**src/rtl/irq_frame_pkg.sv**
```systemverilog
package irq_frame_pkg;
  localparam int ADDR_W = 16;
  localparam int BYTE_W = 8;
  localparam int STEP_W = 4;

  typedef enum logic [1:0] {
    MODE_IDLE   = 2'd0,
    MODE_ENTRY  = 2'd1,
    MODE_RETURN = 2'd2
  } seq_mode_e;
endpackage

```
**src/rtl/irq_frame_prio.sv**
```systemverilog
module irq_frame_prio #(
  parameter int NSRC = 8,
  parameter int IW   = 3
) (
  input  logic [NSRC-1:0] req,
  output logic            any,
  output logic [IW-1:0]   idx
);
  // lowest set bit wins: scan from the top so the last hit is the lowest
  always_comb begin
    any = |req;
    idx = '0;
    for (int i = NSRC - 1; i >= 0; i--) begin
      if (req[i]) idx = IW'(i);
    end
  end
endmodule

```
**src/rtl/irq_frame_ctrl.sv**
```systemverilog
module irq_frame_ctrl
  import irq_frame_pkg::*;
#(
  parameter int                NSRC     = 8,
  parameter int                IW       = 3,
  parameter int                IBIT     = 3,
  parameter logic [ADDR_W-1:0] SP_RESET = 16'h00FF,
  parameter logic [ADDR_W-1:0] VEC_BASE = 16'hFFE0
) (
  input  logic              clk,
  input  logic              rst,
  input  logic              insn_done,
  input  logic              rti_req,
  input  logic              mask_clr,
  input  logic              req_any,
  input  logic [IW-1:0]     req_idx,
  input  logic [ADDR_W-1:0] cpu_pc,
  input  logic [BYTE_W-1:0] cpu_a,
  input  logic [BYTE_W-1:0] cpu_x,
  input  logic [BYTE_W-1:0] cpu_ccr,
  output logic [ADDR_W-1:0] mem_addr,
  output logic              mem_we,
  output logic              mem_re,
  output logic [BYTE_W-1:0] mem_wdata,
  input  logic [BYTE_W-1:0] mem_rdata,
  output logic [ADDR_W-1:0] sp,
  output logic              imask,
  output logic              busy,
  output logic [ADDR_W-1:0] handler_pc,
  output logic [3*BYTE_W-1:0] iq_bytes,
  output logic              entry_done,
  output logic              ret_done,
  output logic [ADDR_W-1:0] ret_pc,
  output logic [BYTE_W-1:0] ret_a,
  output logic [BYTE_W-1:0] ret_x,
  output logic [BYTE_W-1:0] ret_ccr
);
  seq_mode_e         mode;
  logic [STEP_W-1:0] step;
  logic [ADDR_W-1:0] snap_pc;
  logic [BYTE_W-1:0] snap_a, snap_x, snap_ccr, vec_hi, ccr_stk;
  logic [IW-1:0]     vidx;
  logic [ADDR_W-1:0] vec_addr, hnd_now;

  always_comb begin
    ccr_stk       = cpu_ccr;
    ccr_stk[IBIT] = imask;
  end

  assign vec_addr = VEC_BASE + (ADDR_W'(vidx) << 1);
  assign hnd_now  = {vec_hi, mem_rdata};

  always_ff @(posedge clk) begin
    if (rst) begin
      mode       <= MODE_IDLE;
      step       <= '0;
      sp         <= SP_RESET;
      imask      <= 1'b1;
      busy       <= 1'b0;
      mem_addr   <= '0;
      mem_we     <= 1'b0;
      mem_re     <= 1'b0;
      mem_wdata  <= '0;
      snap_pc    <= '0;
      snap_a     <= '0;
      snap_x     <= '0;
      snap_ccr   <= '0;
      vidx       <= '0;
      vec_hi     <= '0;
      handler_pc <= '0;
      iq_bytes   <= '0;
      entry_done <= 1'b0;
      ret_done   <= 1'b0;
      ret_pc     <= '0;
      ret_a      <= '0;
      ret_x      <= '0;
      ret_ccr    <= '0;
    end else begin
      mem_we     <= 1'b0;
      mem_re     <= 1'b0;
      entry_done <= 1'b0;
      ret_done   <= 1'b0;
      step       <= step + 1'b1;
      unique case (mode)
        MODE_IDLE: begin
          step <= '0;
          if (mask_clr) imask <= 1'b0;
          if (rti_req) begin
            mode     <= MODE_RETURN;
            busy     <= 1'b1;
            step     <= 4'd1;
            mem_re   <= 1'b1;
            mem_addr <= sp + 1'b1;
            sp       <= sp + 1'b1;
          end else if (insn_done && req_any && !imask) begin
            mode      <= MODE_ENTRY;
            busy      <= 1'b1;
            step      <= 4'd1;
            imask     <= 1'b1;
            snap_pc   <= cpu_pc;
            snap_a    <= cpu_a;
            snap_x    <= cpu_x;
            snap_ccr  <= ccr_stk;
            vidx      <= req_idx;
            mem_we    <= 1'b1;
            mem_addr  <= sp;
            mem_wdata <= cpu_pc[BYTE_W-1:0];
            sp        <= sp - 1'b1;
          end
        end
        MODE_ENTRY: begin
          case (step)
            4'd1, 4'd2, 4'd3, 4'd4: begin
              mem_we   <= 1'b1;
              mem_addr <= sp;
              sp       <= sp - 1'b1;
              case (step)
                4'd1:    mem_wdata <= snap_pc[ADDR_W-1:BYTE_W];
                4'd2:    mem_wdata <= snap_x;
                4'd3:    mem_wdata <= snap_a;
                default: mem_wdata <= snap_ccr;
              endcase
            end
            4'd5: begin
              mem_re   <= 1'b1;
              mem_addr <= vec_addr;
            end
            4'd6: begin
              mem_re   <= 1'b1;
              mem_addr <= vec_addr + 1'b1;
            end
            4'd7: vec_hi <= mem_rdata;
            4'd8: begin
              handler_pc <= hnd_now;
              mem_re     <= 1'b1;
              mem_addr   <= hnd_now;
            end
            4'd9: begin
              mem_re   <= 1'b1;
              mem_addr <= handler_pc + 1'b1;
            end
            4'd10: begin
              mem_re        <= 1'b1;
              mem_addr      <= handler_pc + 2'd2;
              iq_bytes[7:0] <= mem_rdata;
            end
            4'd11: iq_bytes[15:8] <= mem_rdata;
            default: begin
              iq_bytes[23:16] <= mem_rdata;
              busy            <= 1'b0;
              entry_done      <= 1'b1;
              mode            <= MODE_IDLE;
              step            <= '0;
            end
          endcase
        end
        MODE_RETURN: begin
          if (step <= 4'd4) begin
            mem_re   <= 1'b1;
            mem_addr <= sp + 1'b1;
            sp       <= sp + 1'b1;
          end
          case (step)
            4'd2: ret_ccr <= mem_rdata;
            4'd3: ret_a   <= mem_rdata;
            4'd4: ret_x   <= mem_rdata;
            4'd5: ret_pc[ADDR_W-1:BYTE_W] <= mem_rdata;
            4'd6: begin
              ret_pc[BYTE_W-1:0] <= mem_rdata;
              imask              <= ret_ccr[IBIT];
              busy               <= 1'b0;
              ret_done           <= 1'b1;
              mode               <= MODE_IDLE;
              step               <= '0;
            end
            default: ;
          endcase
        end
        default: mode <= MODE_IDLE;
      endcase
    end
  end

  AST_SP_NEXT_FREE: assert property (@(posedge clk) disable iff (rst)
    mem_we |-> (mem_addr == sp + 1'b1));
  AST_POP_ADDR_UP: assert property (@(posedge clk) disable iff (rst)
    (mem_re && mode == MODE_RETURN) |-> (mem_addr == sp));
  AST_MASK_HELD_ENTRY: assert property (@(posedge clk) disable iff (rst)
    (mode == MODE_ENTRY) |-> imask);
  AST_MASKED_NO_ENTRY: assert property (@(posedge clk) disable iff (rst)
    ($rose(busy) && $past(imask)) |-> (mode == MODE_RETURN));
  AST_DONE_AFTER_BUSY: assert property (@(posedge clk) disable iff (rst)
    (entry_done || ret_done) |-> (!busy && $past(busy)));
  AST_RET_NO_WRITE: assert property (@(posedge clk) disable iff (rst)
    (mode == MODE_RETURN) |-> !mem_we);
endmodule

```
**src/rtl/irq_frame_top.sv**
```systemverilog
module irq_frame_top
  import irq_frame_pkg::*;
#(
  parameter int                NSRC     = 8,
  parameter int                IBIT     = 3,
  parameter logic [ADDR_W-1:0] SP_RESET = 16'h00FF,
  parameter logic [ADDR_W-1:0] VEC_BASE = 16'hFFE0
) (
  input  logic                clk,
  input  logic                rst,
  input  logic                insn_done,
  input  logic [NSRC-1:0]     irq_req,
  input  logic                rti_req,
  input  logic                mask_clr,
  input  logic [15:0]         cpu_pc,
  input  logic [7:0]          cpu_a,
  input  logic [7:0]          cpu_x,
  input  logic [7:0]          cpu_ccr,
  output logic [15:0]         mem_addr,
  output logic                mem_we,
  output logic                mem_re,
  output logic [7:0]          mem_wdata,
  input  logic [7:0]          mem_rdata,
  output logic [15:0]         sp,
  output logic                imask,
  output logic                busy,
  output logic [15:0]         handler_pc,
  output logic [23:0]         iq_bytes,
  output logic                entry_done,
  output logic                ret_done,
  output logic [15:0]         ret_pc,
  output logic [7:0]          ret_a,
  output logic [7:0]          ret_x,
  output logic [7:0]          ret_ccr
);
  localparam int IW = (NSRC > 1) ? $clog2(NSRC) : 1;

  logic          req_any;
  logic [IW-1:0] req_idx;

  irq_frame_prio #(.NSRC(NSRC), .IW(IW)) u_prio (
    .req (irq_req),
    .any (req_any),
    .idx (req_idx)
  );

  irq_frame_ctrl #(
    .NSRC(NSRC), .IW(IW), .IBIT(IBIT), .SP_RESET(SP_RESET), .VEC_BASE(VEC_BASE)
  ) u_ctrl (
    .clk        (clk),
    .rst        (rst),
    .insn_done  (insn_done),
    .rti_req    (rti_req),
    .mask_clr   (mask_clr),
    .req_any    (req_any),
    .req_idx    (req_idx),
    .cpu_pc     (cpu_pc),
    .cpu_a      (cpu_a),
    .cpu_x      (cpu_x),
    .cpu_ccr    (cpu_ccr),
    .mem_addr   (mem_addr),
    .mem_we     (mem_we),
    .mem_re     (mem_re),
    .mem_wdata  (mem_wdata),
    .mem_rdata  (mem_rdata),
    .sp         (sp),
    .imask      (imask),
    .busy       (busy),
    .handler_pc (handler_pc),
    .iq_bytes   (iq_bytes),
    .entry_done (entry_done),
    .ret_done   (ret_done),
    .ret_pc     (ret_pc),
    .ret_a      (ret_a),
    .ret_x      (ret_x),
    .ret_ccr    (ret_ccr)
  );
endmodule

```
**config.mk**
```make
export PLATFORM = sky130hd
export DESIGN_NAME = irq_frame_top
export DESIGN_NICKNAME = d
export VERILOG_FILES = /design/src/rtl/irq_frame_pkg.sv /design/src/rtl/irq_frame_prio.sv /design/src/rtl/irq_frame_ctrl.sv /design/src/rtl/irq_frame_top.sv
export SDC_FILE = /design/constraint.sdc
export NUM_CORES = 1
export LEC_CHECK = 0
export BUFFER_PORTS_ARGS = -buffer_cell sky130_fd_sc_hd__buf_2
export CORE_ASPECT_RATIO = 1.75
export CORE_MARGIN = 10
export CORE_UTILIZATION = 50
export CTS_CLUSTER_SIZE = 12
export DETAILED_ROUTE_END_ITERATION = 8
export GPL_TIMING_DRIVEN = 0
export PLACE_DENSITY_LB_ADDON = 0.08
export SYNTH_ARGS = -nofsm -noshare
export SYNTH_HDL_FRONTEND = slang
export SYNTH_SLANG_ARGS = --single-unit
```
**constraint.sdc**
```tcl
create_clock -name clk -period 2.1 [get_ports clk]
set_input_delay 0.105 -clock clk [delete_from_list [all_inputs] [get_ports clk]]
set_output_delay 0.105 -clock clk [all_outputs]
set_load 0.1 [all_outputs]
```
==> Word-level counts from Yosys, hierarchy flattened <==
Cells that the tools add are included.
{ "classes": {"addsub": 7, "n_lt_le_gt_ge": 1, "eq_ne": 21, "muxes": 52, "bitwise": 4, "n_reduce_logical": 30} }
{ "ops": {"columns": ["operator", "count"], "rows": [
  ["2-to-1 mux 16 bit", 6],
  ["case mux 16 bit (3 select lines)", 2],
  ["case mux 16 bit (6 select lines)", 1],
  ["adder 16 x 1 -> 16 bit (second input constant)", 3],
  ["2-to-1 mux 3 bit", 8],
  ["2-to-1 mux 8 bit", 3],
  ["case mux 8 bit (3 select lines)", 1],
  ["AND reduction 2 bit", 11],
  ["2-to-1 mux 1 bit", 17],
  ["adder 16 x 2 -> 16 bit (second input constant)", 1],
  ["equality test 4 x 3 -> 1 bit (second input constant)", 4],
  ["equality test 4 bit (second input constant)", 4],
  ["case mux 8 bit (2 select lines)", 1],
  ["AND reduction 4 bit", 4],
  ["subtractor 16 x 1 -> 16 bit (second input constant)", 1],
  ["2-to-1 mux 4 bit", 3],
  ["case mux 4 bit (3 select lines)", 1],
  ["OR reduction 11 bit", 1],
  ["equality test 4 x 2 -> 1 bit (second input constant)", 2],
  ["2-to-1 mux 2 bit", 4],
  ["OR reduction 8 bit", 1],
  ["adder 6 x 5 -> 7 bit (first input constant)", 1],
  ["inequality test 7 x 1 -> 1 bit (second input constant)", 1],
  ["inequality test 2 x 1 -> 1 bit (second input constant)", 3],
  ["other kinds (20)", 31]
]} }
{ "totals": {"ff_bits": 183, "in_bits": 61, "out_inout_bits": 126, "wordCells": 141} }

==> Longest topological paths before layout <==
{ "depth": {"word_depth": 8, "mapped_depth": 10, "ltp_nobuf": 8} }

==> Cells and area by module <==
A second synthesis with hierarchy kept.
{ "hier_totals": {"cells_unflattened": 1267, "area_unflattened_um2": 9481.6} }
{ "modules_own_cells": {"columns": ["mod", "n_inst", "cells_each", "area_each_um2", "seq_area_each_um2"], "rows": [
  ["irq_frame_ctrl", 1, 1254, 9400.3, 3503.4],
  ["irq_frame_prio", 1, 13, 81.3, 0.0]
]} }

==> Worst setup path before layout <==
OpenSTA, ideal clock, no wires.
{ "synth_path": {"kind": "register -> register", "from": "reg u_ctrl.sp[1]", "to": "reg u_ctrl.mem_addr[14]", "setup_time_ps": 88, "arrival_ps": 2850, "required_ps": 2012, "path_slack_ps": -838, "stages_incl_launch_ff": 9, "path_buffers": 1, "period_less_slack_ps": 2938, "path_cell_list": "dfxtp_1 > ha_1 > buf_2 > nand3_1 > nor4_1 > nand2_1 > xor2_1 > a31o_1 > a311oi_2"} }
{ "synth_between": {"elab_chain_len": 3, "elab_cells_between_ends": 4, "classes_between": "add/sub (1); mux (3)"} }
{ "synth_lines": {"columns": ["element", "line", "rtl"], "rows": [
  ["start, declared", "irq_frame_ctrl.sv:26", "output logic [ADDR_W-1:0] sp,"],
  ["start signal, assigned", "irq_frame_ctrl.sv:94", "sp <= sp + 1'b1;"],
  ["start signal, assigned", "irq_frame_ctrl.sv:108", "sp <= sp - 1'b1;"],
  ["start signal, assigned", "irq_frame_ctrl.sv:116", "sp <= sp - 1'b1;"],
  ["adder 16 x 1 -> 16 bit (*)", "irq_frame_ctrl.sv:93, irq_frame_ctrl.sv:160", null],
  ["2-to-1 mux 16 bit, on equally long branches", "irq_frame_ctrl.sv:158, irq_frame_ctrl.sv:88", null],
  ["case mux 16 bit (3 select lines) (*)", "irq_frame_ctrl.sv:84", "unique case (mode)"],
  ["end signal, assigned", "irq_frame_ctrl.sv:93", "mem_addr <= sp + 1'b1;"],
  ["end signal, assigned", "irq_frame_ctrl.sv:106", "mem_addr <= sp;"],
  ["end signal, assigned", "irq_frame_ctrl.sv:160", "mem_addr <= sp + 1'b1;"],
  ["end, declared", "irq_frame_ctrl.sv:21", "output logic [ADDR_W-1:0] mem_addr,"]
]} }
Mark *: on every way between the ends. The rest lies on a longest branch, timed or not. The select of a mux whose other input is x is not followed.
A chain may end at the register's enable or synchronous reset.

==> Worst setup path in the final report <==
{ "layout_path": {"from": "reg u_ctrl.step[0]", "to": "reg u_ctrl.mem_addr[1]"} }
{ "layout_between": {"elab_chain_len": 4, "elab_cells_between_ends": 16, "classes_between": "order compare (1); eq/ne (11); mux (2); reduce/logical (2)"} }
{ "layout_lines": {"columns": ["element", "line", "rtl"], "rows": [
  ["start, declared", "irq_frame_ctrl.sv:39", "logic [STEP_W-1:0] step;"],
  ["start signal, assigned", "irq_frame_ctrl.sv:83", "step <= step + 1'b1;"],
  ["equality test 4 x 1 -> 1 bit (tied with other cells)", "irq_frame_ctrl.sv:112", "case (step)"],
  ["OR reduction 4 bit", "irq_frame_ctrl.sv:112", null],
  ["case mux 16 bit (6 select lines) / inequality test 7 x 1 -> 1 bit (equally long branches)", null, null],
  ["case mux 16 bit (3 select lines) / AND reduction 4 bit (equally long branches)", null, null],
  ["end signal, assigned", "irq_frame_ctrl.sv:93", null],
  ["end signal, assigned", "irq_frame_ctrl.sv:115", "mem_addr <= sp;"],
  ["end signal, assigned", "irq_frame_ctrl.sv:126", "mem_addr <= vec_addr;"]
]} }
Parallel ways exist; a longest one is shown, timed or not.

==> flow_metrics.env <==
export IMPL_netlist_instances=1223
export IMPL_p_clk_share_pct=30.1
export IMPL_grt_pass1_vias=10749
export IMPL_syn_mean_instance_area_sq_um=7.61
export IMPL_r2r_start="u_ctrl.step[0]"
export IMPL_status="finished, violations left"
export IMPL_grt_antenna_before_repair=1
export IMPL_fin_ws_ns=-0.110
export IMPL_grt_overflow_total=0
export IMPL_ant_nets=0
export IMPL_num_rows=66
export IMPL_n_fill_cell=1609
export IMPL_whs_ns=0.0432
export IMPL_cts_root_buf="clkbuf_16"
export IMPL_fp_dieW_um=123
export IMPL_maxCapViolCount=0
export IMPL_routed_wl_mm=41.9
export IMPL_synth_ff_type="dfxtp_1"
export IMPL_vdd_drop_max_mv=0.645
export IMPL_worstPathMaxFanout=10
export IMPL_cts_sinks=175
export IMPL_ys_ff_latch=175
export IMPL_grt_pass1_wl_mm=62.5
export IMPL_start_kind="flip-flop"
export IMPL_syn_area_sq_mm=0.00931
export IMPL_io_buffer_count=184
export IMPL_num_vias=10732
export IMPL_htreeDepth=4
export IMPL_p_seq_share_pct=33.5
export IMPL_crit_path_end_kind="flip-flop"
export IMPL_grt_max_degree=17
export IMPL_path_cells="inv_4, ha_4, buf_4, inv_2, o21ai_1, a222oi_1, o211ai_1, o211ai_1, a21oi_1"
export IMPL_wire_per_inst_um=24.1
export IMPL_synth_top_area_share_pct=37.6
export IMPL_critPathArrivalTime_ns=2.53
export IMPL_hp_class="primary input to flip-flop"
export IMPL_ys_types=79
export IMPL_fin_crit_sh_pct=105
export IMPL_syn_nets=1298
export IMPL_failed_checks="setup timing"
export IMPL_cts_path_max_buffers=2
export IMPL_intPower_w=0.00658
export IMPL_power_w=0.0109
export IMPL_p_leak_nw=5.09
export IMPL_first_pass_iters=6
export IMPL_switching_share_pct=39.9
export IMPL_layout_nets=1561
export IMPL_die_area_sq_mm=0.0247
export IMPL_required_ns=2.42
export IMPL_cp_slowest_cell="a222oi_1"
export IMPL_track_usage_pct=32.9
export IMPL_synth_area_top_cells="dfxtp_1 38%, nand2_1 11%, a21oi_1 8.1%, clkbuf_1 3.2%, nor2_1 3.2%"
export IMPL_synth_enable_flop_cells=0
export IMPL_cp_top_family="compound AO/OA/AOI/OAI gates"
export IMPL_slew_headroom_pct=37.5
export IMPL_path_class="flip-flop to flip-flop"
export IMPL_switchingPower_w=0.00436
export IMPL_period_minus_slack_ns=2.21
export IMPL_worst_pin_slew_ns=0.938
export IMPL_cpPeakStageDelay_ns=0.64
export IMPL_route_detailed_drc=0
export IMPL_finalSetupViolCount=23
export IMPL_clock_latency_ns=0.45
export IMPL_worstSetupStartpoint="u_ctrl.step[0]"
export IMPL_syn_to_final_growth_pct=37.3
export IMPL_first_iter_violations=949
export IMPL_initial_utilization_pct=50.5
export IMPL_yosys_warnings=0
export IMPL_crit_buf_inv=3
export IMPL_hold_viol_final=0
export IMPL_min_delay_start="mask_clr"
export IMPL_rsz0062_at_grt="true"
export IMPL_drive_above_1_share_pct=31.6
export IMPL_core_region_area_sq_mm=0.0184
export IMPL_ys_async_sr_fraction_pct=0
export IMPL_viasPerCell=6.18
export IMPL_fin_skew_ns=0.0159
export IMPL_gp_congestion=1.07
export IMPL_cpMostUsedCell="o211ai_1"
export IMPL_slew_viol_final=0
export IMPL_io_pins=187
export IMPL_numCtsBuffers=17
export IMPL_fmax_ghz=0.453
export IMPL_pwr_share_comb_pct=36.4
export IMPL_synth_top_cell_by_area="dfxtp_1"
export IMPL_diodes=0
export IMPL_yosysSeqAreaShare_pct=37.6
export IMPL_clk_pin_slew_ns=0.08
export IMPL_cts_tree="yes"
export IMPL_die_h_um=200
export IMPL_power_density_cell_area_mw_per_mm2=856
export IMPL_hpwl_mm=30.4
==> kinds of logic after synthesis <==
| family | synth area share, % |
|---|---|
| AND/OR/NAND/NOR | 24.1 |
| AO/OA/AOI/OAI | 23.8 |
| flip-flops | 37.6 |
| buffers and inverters | 5.98 |
| XOR/XNOR | 4.61 |
| multiplexers | 2.04 |
| adder cells (fa/ha/maj) | 1.88 |
==> synth_stat cells, types with 12 or more instances <==
master	count
nand2_1	276
xnor2_1	27
nand4_1	12
a211o_1	12
a221oi_1	15
a21oi_1	150
clkbuf_1	80
buf_2	22
o21ai_0	36
nor4_1	14
nand3_1	29
mux2i_1	19
nor2_1	80
inv_1	20
nor3_1	22
dfxtp_1	175
ha_1	14
xor2_1	22
a32o_1	13
==> routing by layer <==
metal	GRT usage, %	part of all wire, %	vias to the layer above
met4	23.3	8.1	2
met3	6.51	6.7	210
met5	0	0.026	-
met1	33.2	33	5083
met2	57.8	52	590
li1	-	-	4847
==> path summary, 6_finish.rpt <==
path / slack [ns] / cells after the start / to
min reg2reg: 0.45 / 2 / u_ctrl.mem_addr[0]
min: 0.04 / 4 / u_ctrl.imask
max: -0.11 / 9 / u_ctrl.mem_addr[1]
max reg2reg: -0.11 / 9 / u_ctrl.mem_addr[1]
==> metrics by stage <==
step	worst slack (ns)	setup TNS (ns)	cell area [sq um]	utilization, %	cells
detailed placement	-1.09	-77.21	10700	58.1	1645
CTS	-0.0678	-0.225	12300	66.8	1726
floorplan	-0.0928	-0.365	9490	-	1223
global placement	-1.03	-72.69	10700	58.1	1645
finish	-0.110	-1.12	12800	69.4	1737
global route	-0.149	-2.83	12800	69.4	1737
==> sequential cells by signal, indices dropped and copies added (netlist names), 2 cells and up <==
name and cells:
u_ctrl.iq_bytes 24, u_ctrl.handler_pc 16, u_ctrl.mem_addr 16, u_ctrl.ret_pc 16
u_ctrl.sp 16, u_ctrl.mem_wdata 8, u_ctrl.ret_a 8, u_ctrl.ret_ccr 8
u_ctrl.ret_x 8, u_ctrl.snap_a 8, u_ctrl.snap_ccr 8, u_ctrl.snap_pc 8
u_ctrl.snap_x 8, u_ctrl.vec_hi 8, u_ctrl.step 4, u_ctrl.vidx 3
u_ctrl.mode 2
==> cells in the final DEF (no fill, tap or decap), drive strengths merged, types with 14 or more instances in the layout <==
cell type	instances
nor4	17
nand2	276
nor3	23
nand3	29
clkbuf	93
dfxtp	175
buf	253
ha	14
xor2	22
nor2	81
xnor2	27
a21oi	151
inv	24
dlygate4sd3	31
o21ai	46
mux2i	19
a221oi	16
==> layout make-up <==
type                    count  area (sq um)  area share, %
clock buffers              22           475           3.72
clock inverters            10           123          0.959
inverters                  22           101          0.793
multi-input cells         915          6000           46.9
repair buffers            256          1560           12.2
well taps                 238           298           2.33
flip-flops and latches    175          3600           28.2
plain buffers              99           627           4.90
==> power by group through the flow <==
stage | clock, W | combinational (W) | sequential (W)
floorplan | 0 | 0.00140 | 0.00466
global placement | 0 | 0.00319 | 0.00372
detailed placement | 0 | 0.00320 | 0.00372
CTS | 0.00330 | 0.00361 | 0.00365
global route | 0.00345 | 0.00414 | 0.00368
finish | 0.00330 | 0.00398 | 0.00366
==> worst reg2reg max path, delay by kind of cell, from the launching register on <==
kind	cells	cell delay [ns]
flops	1	0.40
buf+inv	3	0.37
compound gates	5	1.15
fa+ha+maj	1	0.19
==> repair_timing <==
item / 4_1_cts / 5_1_grt
endpoints found under the setup margin: 148 / 122
setup buffers: 26 / 13
gates resized for setup: 150 / 101
hold buffers: 31 / 0
cloned: 0 / 2
endpoints found under the hold margin: 31 / 0
pin swaps: 34 / 32
Power figures use the tool's default switching activity.
